### config.mk
export PLATFORM = sky130hd
export DESIGN_NAME = cart_ram_mapper
export DESIGN_NICKNAME = d
export VERILOG_FILES = /design/src/rtl/cart_pkg.sv /design/src/rtl/cart_addr_decode.sv /design/src/rtl/cart_rom.sv /design/src/rtl/cart_ram.sv /design/src/rtl/cart_bus_keeper.sv /design/src/rtl/cart_ram_mapper.sv
export SDC_FILE = /design/constraint.sdc
export NUM_CORES = 2
export LEC_CHECK = 0
export BUFFER_PORTS_ARGS = -buffer_cell sky130_fd_sc_hd__buf_4
export CORE_MARGIN = 4
export CORE_UTILIZATION = 50
export DETAILED_ROUTE_END_ITERATION = 6
export PLACE_DENSITY = 0.71
export SLEW_MARGIN = 30
export SYNTH_ARGS = -nofsm -noshare
export SYNTH_HDL_FRONTEND = slang
export SYNTH_SLANG_ARGS = --single-unit
### constraint.sdc
create_clock -name clk_i -period 5.47 [get_ports clk_i]
set_clock_uncertainty 0.05 [all_clocks]
set_input_delay 0 -clock clk_i [delete_from_list [all_inputs] [get_ports clk_i]]
set_output_delay 0 -clock clk_i [all_outputs]
set_load 0.02 [all_outputs]
### src/rtl/cart_pkg.sv
package cart_pkg;
  typedef enum logic [1:0] {
    RGN_NONE   = 2'd0,
    RGN_RAM_WR = 2'd1,
    RGN_RAM_RD = 2'd2,
    RGN_ROM    = 2'd3
  } region_e;
endpackage

### src/rtl/cart_addr_decode.sv
module cart_addr_decode
  import cart_pkg::*;
#(
  parameter int ADDR_W = 13,
  parameter int OFF_W  = 12,
  parameter int RAM_AW = 7
) (
  input  logic [ADDR_W-1:0] addr_i,
  output region_e           region_o,
  output logic [OFF_W-1:0]  off_o
);
  localparam int PageLsb = RAM_AW + 1;

  logic win_sel;
  logic first_page;

  assign win_sel    = addr_i[ADDR_W-1];
  assign off_o      = addr_i[OFF_W-1:0];
  assign first_page = (off_o[OFF_W-1:PageLsb] == '0);

  always_comb begin
    region_o = RGN_NONE;
    if (win_sel) begin
      if (!first_page)          region_o = RGN_ROM;
      else if (off_o[RAM_AW])   region_o = RGN_RAM_RD;
      else                      region_o = RGN_RAM_WR;
    end
  end
endmodule

### src/rtl/cart_rom.sv
module cart_rom #(
  parameter int          OFF_W  = 12,
  parameter int          DATA_W = 8,
  parameter logic [7:0]  SEED   = 8'hA5
) (
  input  logic [OFF_W-1:0]  off_i,
  output logic [DATA_W-1:0] data_o
);
  // Contents are a fold of the offset; no stored array.
  function automatic logic [DATA_W-1:0] rom_byte(input logic [OFF_W-1:0] off);
    logic [OFF_W-1:0]  hi;
    logic [DATA_W-1:0] h;
    hi = off >> DATA_W;
    h  = hi[DATA_W-1:0];
    return DATA_W'(SEED) ^ off[DATA_W-1:0] ^ h ^ (h << (DATA_W / 2));
  endfunction

  assign data_o = rom_byte(off_i);
endmodule

### src/rtl/cart_ram.sv
module cart_ram #(
  parameter int DATA_W = 8,
  parameter int DEPTH  = 128,
  localparam int AW    = $clog2(DEPTH)
) (
  input  logic              clk_i,
  input  logic              rst_ni,
  input  logic              we_i,
  input  logic [AW-1:0]     waddr_i,
  input  logic [DATA_W-1:0] wdata_i,
  input  logic [AW-1:0]     raddr_i,
  output logic [DATA_W-1:0] rdata_o
);
  logic [DATA_W-1:0] mem_q [DEPTH];

  always_ff @(posedge clk_i or negedge rst_ni) begin
    if (!rst_ni) begin
      for (int i = 0; i < DEPTH; i++) mem_q[i] <= '0;
    end else if (we_i) begin
      mem_q[waddr_i] <= wdata_i;
    end
  end

  assign rdata_o = mem_q[raddr_i];

  AST_WR_LANDS: assert property (@(posedge clk_i) disable iff (!rst_ni)
    we_i |=> mem_q[$past(waddr_i)] == $past(wdata_i));
endmodule

### src/rtl/cart_bus_keeper.sv
module cart_bus_keeper #(
  parameter int DATA_W = 8
) (
  input  logic              clk_i,
  input  logic              rst_ni,
  input  logic              cpu_drv_i,
  input  logic [DATA_W-1:0] cpu_data_i,
  input  logic              cart_oe_i,
  input  logic [DATA_W-1:0] cart_data_i,
  output logic [DATA_W-1:0] bus_o
);
  logic [DATA_W-1:0] keep_q;

  // CPU side wins a contention; otherwise the bus holds its last value.
  always_comb begin
    if (cpu_drv_i)      bus_o = cpu_data_i;
    else if (cart_oe_i) bus_o = cart_data_i;
    else                bus_o = keep_q;
  end

  always_ff @(posedge clk_i or negedge rst_ni) begin
    if (!rst_ni) keep_q <= '0;
    else         keep_q <= bus_o;
  end

  AST_KEEP_HOLD: assert property (@(posedge clk_i) disable iff (!rst_ni)
    (!cpu_drv_i && !cart_oe_i) |=> $stable(keep_q));
  AST_KEEP_CART: assert property (@(posedge clk_i) disable iff (!rst_ni)
    (!cpu_drv_i && cart_oe_i) |=> keep_q == $past(cart_data_i));
endmodule

### src/rtl/cart_ram_mapper.sv
module cart_ram_mapper
  import cart_pkg::*;
#(
  parameter int ADDR_W    = 13,
  parameter int DATA_W    = 8,
  parameter int RAM_DEPTH = 128
) (
  input  logic              clk_i,
  input  logic              rst_ni,
  input  logic [ADDR_W-1:0] addr_i,
  input  logic [DATA_W-1:0] data_i,
  input  logic              cpu_drv_i,
  output logic [DATA_W-1:0] data_o,
  output logic              data_oe_o
);
  localparam int OFF_W  = ADDR_W - 1;
  localparam int RAM_AW = $clog2(RAM_DEPTH);

  region_e           region;
  logic [OFF_W-1:0]  off;
  logic [DATA_W-1:0] rom_data;
  logic [DATA_W-1:0] ram_rdata;
  logic [DATA_W-1:0] bus_val;
  logic              ram_we;

  cart_addr_decode #(.ADDR_W(ADDR_W), .OFF_W(OFF_W), .RAM_AW(RAM_AW)) u_dec (
    .addr_i  (addr_i),
    .region_o(region),
    .off_o   (off)
  );

  cart_rom #(.OFF_W(OFF_W), .DATA_W(DATA_W)) u_rom (
    .off_i (off),
    .data_o(rom_data)
  );

  // No read/write strobe: every write-port cycle is a write.
  assign ram_we = (region == RGN_RAM_WR);

  cart_ram #(.DATA_W(DATA_W), .DEPTH(RAM_DEPTH)) u_ram (
    .clk_i  (clk_i),
    .rst_ni (rst_ni),
    .we_i   (ram_we),
    .waddr_i(off[RAM_AW-1:0]),
    .wdata_i(bus_val),
    .raddr_i(off[RAM_AW-1:0]),
    .rdata_o(ram_rdata)
  );

  always_comb begin
    data_oe_o = 1'b0;
    data_o    = '0;
    unique case (region)
      RGN_ROM:    begin data_oe_o = 1'b1; data_o = rom_data;  end
      RGN_RAM_RD: begin data_oe_o = 1'b1; data_o = ram_rdata; end
      default:    ;
    endcase
  end

  cart_bus_keeper #(.DATA_W(DATA_W)) u_keep (
    .clk_i      (clk_i),
    .rst_ni     (rst_ni),
    .cpu_drv_i  (cpu_drv_i),
    .cpu_data_i (data_i),
    .cart_oe_i  (data_oe_o),
    .cart_data_i(data_o),
    .bus_o      (bus_val)
  );

  AST_OUTSIDE_QUIET: assert property (@(posedge clk_i) disable iff (!rst_ni)
    !addr_i[ADDR_W-1] |-> !data_oe_o);
  AST_WR_PORT_UNDRIVEN: assert property (@(posedge clk_i) disable iff (!rst_ni)
    (addr_i[ADDR_W-1] && addr_i[OFF_W-1:RAM_AW] == '0) |-> !data_oe_o);
  AST_RD_PORT_DRIVEN: assert property (@(posedge clk_i) disable iff (!rst_ni)
    (addr_i[ADDR_W-1] && addr_i[OFF_W-1:RAM_AW+1] == '0 && addr_i[RAM_AW])
      |-> (data_oe_o && data_o == ram_rdata));
  AST_OUTSIDE_NO_WRITE: assert property (@(posedge clk_i) disable iff (!rst_ni)
    !addr_i[ADDR_W-1] |-> !ram_we);
endmodule

==> impl_results.md <==
- Status: finished, final reports clean
- Routability congestion estimate: 0.918
- Antenna violations before repair: 1
- Largest net degree at the start of global routing: 162
- GRT Overall Usage: 24.8%
- Setup TNS: 0 ns
- Max_cap viols: 0
- I/O Buffers: 32
- Post-DR vias/cell: 5.99
- Register area: 25,800 um^2
- Synthesis Warnings: 0
- Top delay family on crit path: simple AND/OR/NAND/NOR gates
- CP Launch Point: addr_i[0]
- Crit path kind: in2reg
- EDFF count, synth: 0
- Slowest-stage cell, CP: nor4_1
- Critical path launch point type: input pin
- Die height: 307 um
- Nets@finish: 4,017
- Layout cell share with drive strength beyond 1: 14.1%
- Mapped Cells: 4,131
- Leakage: 21.7 nW
- CTS Buf Count: 102
- First-pass GRT wire length: 184,000 um
- Syn nets: 4,155
- DR iter-0 viols: 2,821
- Dpl hpwl: 70,400 um
- H-tree depth: 3
- Hold path startpoint: cpu_drv_i
- Cts repair resizes: 0
- CTS Root Buffer Type: clkbuf_16
- CP Cell Sequence: buf_8, buf_16, buf_4, mux4_2, o22ai_1, nor4_1, o22ai_1, nor4_1, o22ai_4, buf_12, o21ai_0
- FF+latch count, synth: 1,032
- Die width: 307 um
- Initial Util: 50.6%
- Clock-pin transition on the worst setup and hold timing paths: 0.06 ns
- Crit path buf inv count: 4
- RSZ-0062 raised after global routing: false
- Crit path max fanout: 104
- Io pins: 33
- Final setup fails: 0
- Critical path endpoint category: flip-flop
- Netlist Area Pre-Place: 44,800 um^2
- Final routed DRC violation total: 0
- Final worst path period share: 72.6%
- Asr flop ratio synth: 100%
- Maximum VDD drop: 0.000342 V
- TritonCTS clock tree: yes
- Global route overflow: 0
- Max Slew Vio Count: 0
- # rows: 109
- Avg Inst Size Synth: 10.9 um^2
- Total core area: 88,600 um^2
- Top FF cell, synth: dfrtp_1
- Final ANT Viol Nets: 0
- Worst-Skew Late Latency: 0.68 ns
- Final-report hold violation count: 0
- # Post-CTS Setup Buffers: 0
- Least-Margin Pin Slew: 1.03 ns
- Vias in the first global route: 31,400
- Clock Path Buffers: 3
- Clock Sinks: 1,032
- Drt wl/cell: 22.0 um
- Area grow syn2layout: 10.9%
- Critical Path AT: 4.50 ns
- Synth cell types: 38
- DR vias: 31,400
- Drt pass-1 iters: 7
- Filler cell count: 7,392
- Minimum clock period: 3.97 ns
- Total Power: 0.0163 W
- Worst Hold Class: in2reg
- Achievable Freq: 252 MHz
- Multi-input gate area: 17,600 um^2
- Register area share after synthesis: 57.6%
- Crit-path max cell delay: 0.89 ns
- Worst reg2reg startpoint: u_ram.mem_q[844]$_DFFE_PN0P_
- Worst rel slew slack: 30.9%
- Critical path required time: 6.00 ns
- Final wirelength: 115,000 um
- Die area: 94,500 um^2
- Power Density: 327 nW/um^2
cells by family (layout without fill, tap and decap cells):
kind of cell           Yosys count  count (layout)  synth area share, %
AND/OR/NAND/NOR               1280            1280                 11.1
AO/OA/AOI/OAI                 1150            1150                 13.4
flip-flops                    1032            1032                 57.6
buffers and inverters          353             302                 3.44
multiplexers                   309             309                 14.3
XOR/XNOR                         7               7                0.137
other                            0               2                    0
per-layer routing:
| metal | vias up | global-route usage, % | routed length (um) |
|---|---|---|---|
| li1 | 14200 | - | - |
| met1 | 15900 | 35.1 | 49300 |
| met2 | 1088 | 38.5 | 53600 |
| met3 | 259 | 4.66 | 8060 |
| met4 | 2 | 9.82 | 4180 |
| met5 | - | 0.202 | 13 |
what timing repair did:
action / CTS / global route
hold buffers: 10 / 0
endpoints found under the setup margin: 0 / 0
hold endpoints to repair: 351 / 0
cell type report:
| type | instances | area share (%) |
|---|---|---|
| clock buffers | 151 | 6.17 |
| inverters | 12 | 0.0906 |
| clock inverters | 40 | 1.27 |
| diodes | 2 | 0.0101 |
| multi-input cells | 2746 | 35.5 |
| well taps | 1165 | 2.93 |
| repair buffers | 99 | 2.12 |
| flip-flops and latches | 1032 | 51.9 |
power breakdown:
group | leakage, nW | switching [W] | total [W] | internal (W)
clock | 1.83 | 0.00304 | 0.00760 | 0.00456
sequential | 14.4 | 0.0000223 | 0.00770 | 0.00768
combinational | 5.46 | 0.000731 | 0.000972 | 0.000241
layout by cell type, fill, tap and decap left out, types with 10 or more instances in the layout:
master / n
bufinv_16: 14
buf_4: 65
clkbuf_1: 17
a32oi_1: 14
clkbuf_8: 31
clkinv_2: 18
a21oi_1: 15
mux2i_1: 43
inv_1: 10
clkbuf_16: 103
buf_12: 17
nor4_1: 17
o22ai_1: 64
nor2_1: 22
nand2_1: 1185
mux4_2: 266
o21ai_0: 1016
dfrtp_1: 1032
a22oi_1: 14
cell usage after synthesis, drive strengths merged (8+ instances only):
cell	number	share of area (%)
mux4	266	13
clkbuf	250	2.1
mux2i	43	0.96
a32oi	14	0.27
nor4	22	0.32
dfrtp	1032	58
or2	8	0.11
inv	12	0.10
o21ai	1028	12
buf	91	1.2
o22ai	70	0.98
a22oi	14	0.23
nand2	1185	9.9
nor2	29	0.24
a21oi	15	0.17
stage by stage:
| stage | utilization [%] | hold slack (ns) | area, um^2 | instances | setup slack, ns |
|---|---|---|---|---|---|
| floorplan | - | -0.346 | 44800 | 4131 | 2.66 |
| global placement | 51.7 | 0.0693 | 45800 | 5042 | 0.729 |
| detailed placement | 51.7 | 0.0753 | 45900 | 5043 | 0.925 |
| CTS | 56.0 | 0.0204 | 49700 | 5244 | 1.61 |
| global route | 56.1 | 0.0627 | 49700 | 5245 | 1.28 |
| finish | 56.1 | 0.0572 | 49700 | 5247 | 1.50 |
path summary, 6_finish.rpt:
kind | endpoint | slack (ns) | depth (start not counted)
max | u_ram.mem_q[152]$_DFFE_PN0P_ | 1.50 | 11
min | u_keep.keep_q[4]$_DFF_PN0_ | 0.06 | 4
max reg2reg | u_ram.mem_q[252]$_DFFE_PN0P_ | 1.51 | 8
min reg2reg | u_ram.mem_q[785]$_DFFE_PN0P_ | 0.42 | 2
max in group asynchronous | u_ram.mem_q[655]$_DFFE_PN0P_ | 3.57 | 4
min in group asynchronous | u_ram.mem_q[994]$_DFFE_PN0P_ | 0.42 | 3
tightest hold or removal path, stage by stage:
cell and delay (ns):
buf_4 0.19, a211o_1 0.16, o22ai_4 0.26, inv_1 0.11
registers in the layout (all words and copies together), names as in the netlist:
signal and cells:
u_ram.mem_q 1024, u_keep.keep_q 8
Power figures use the tool's default switching activity.
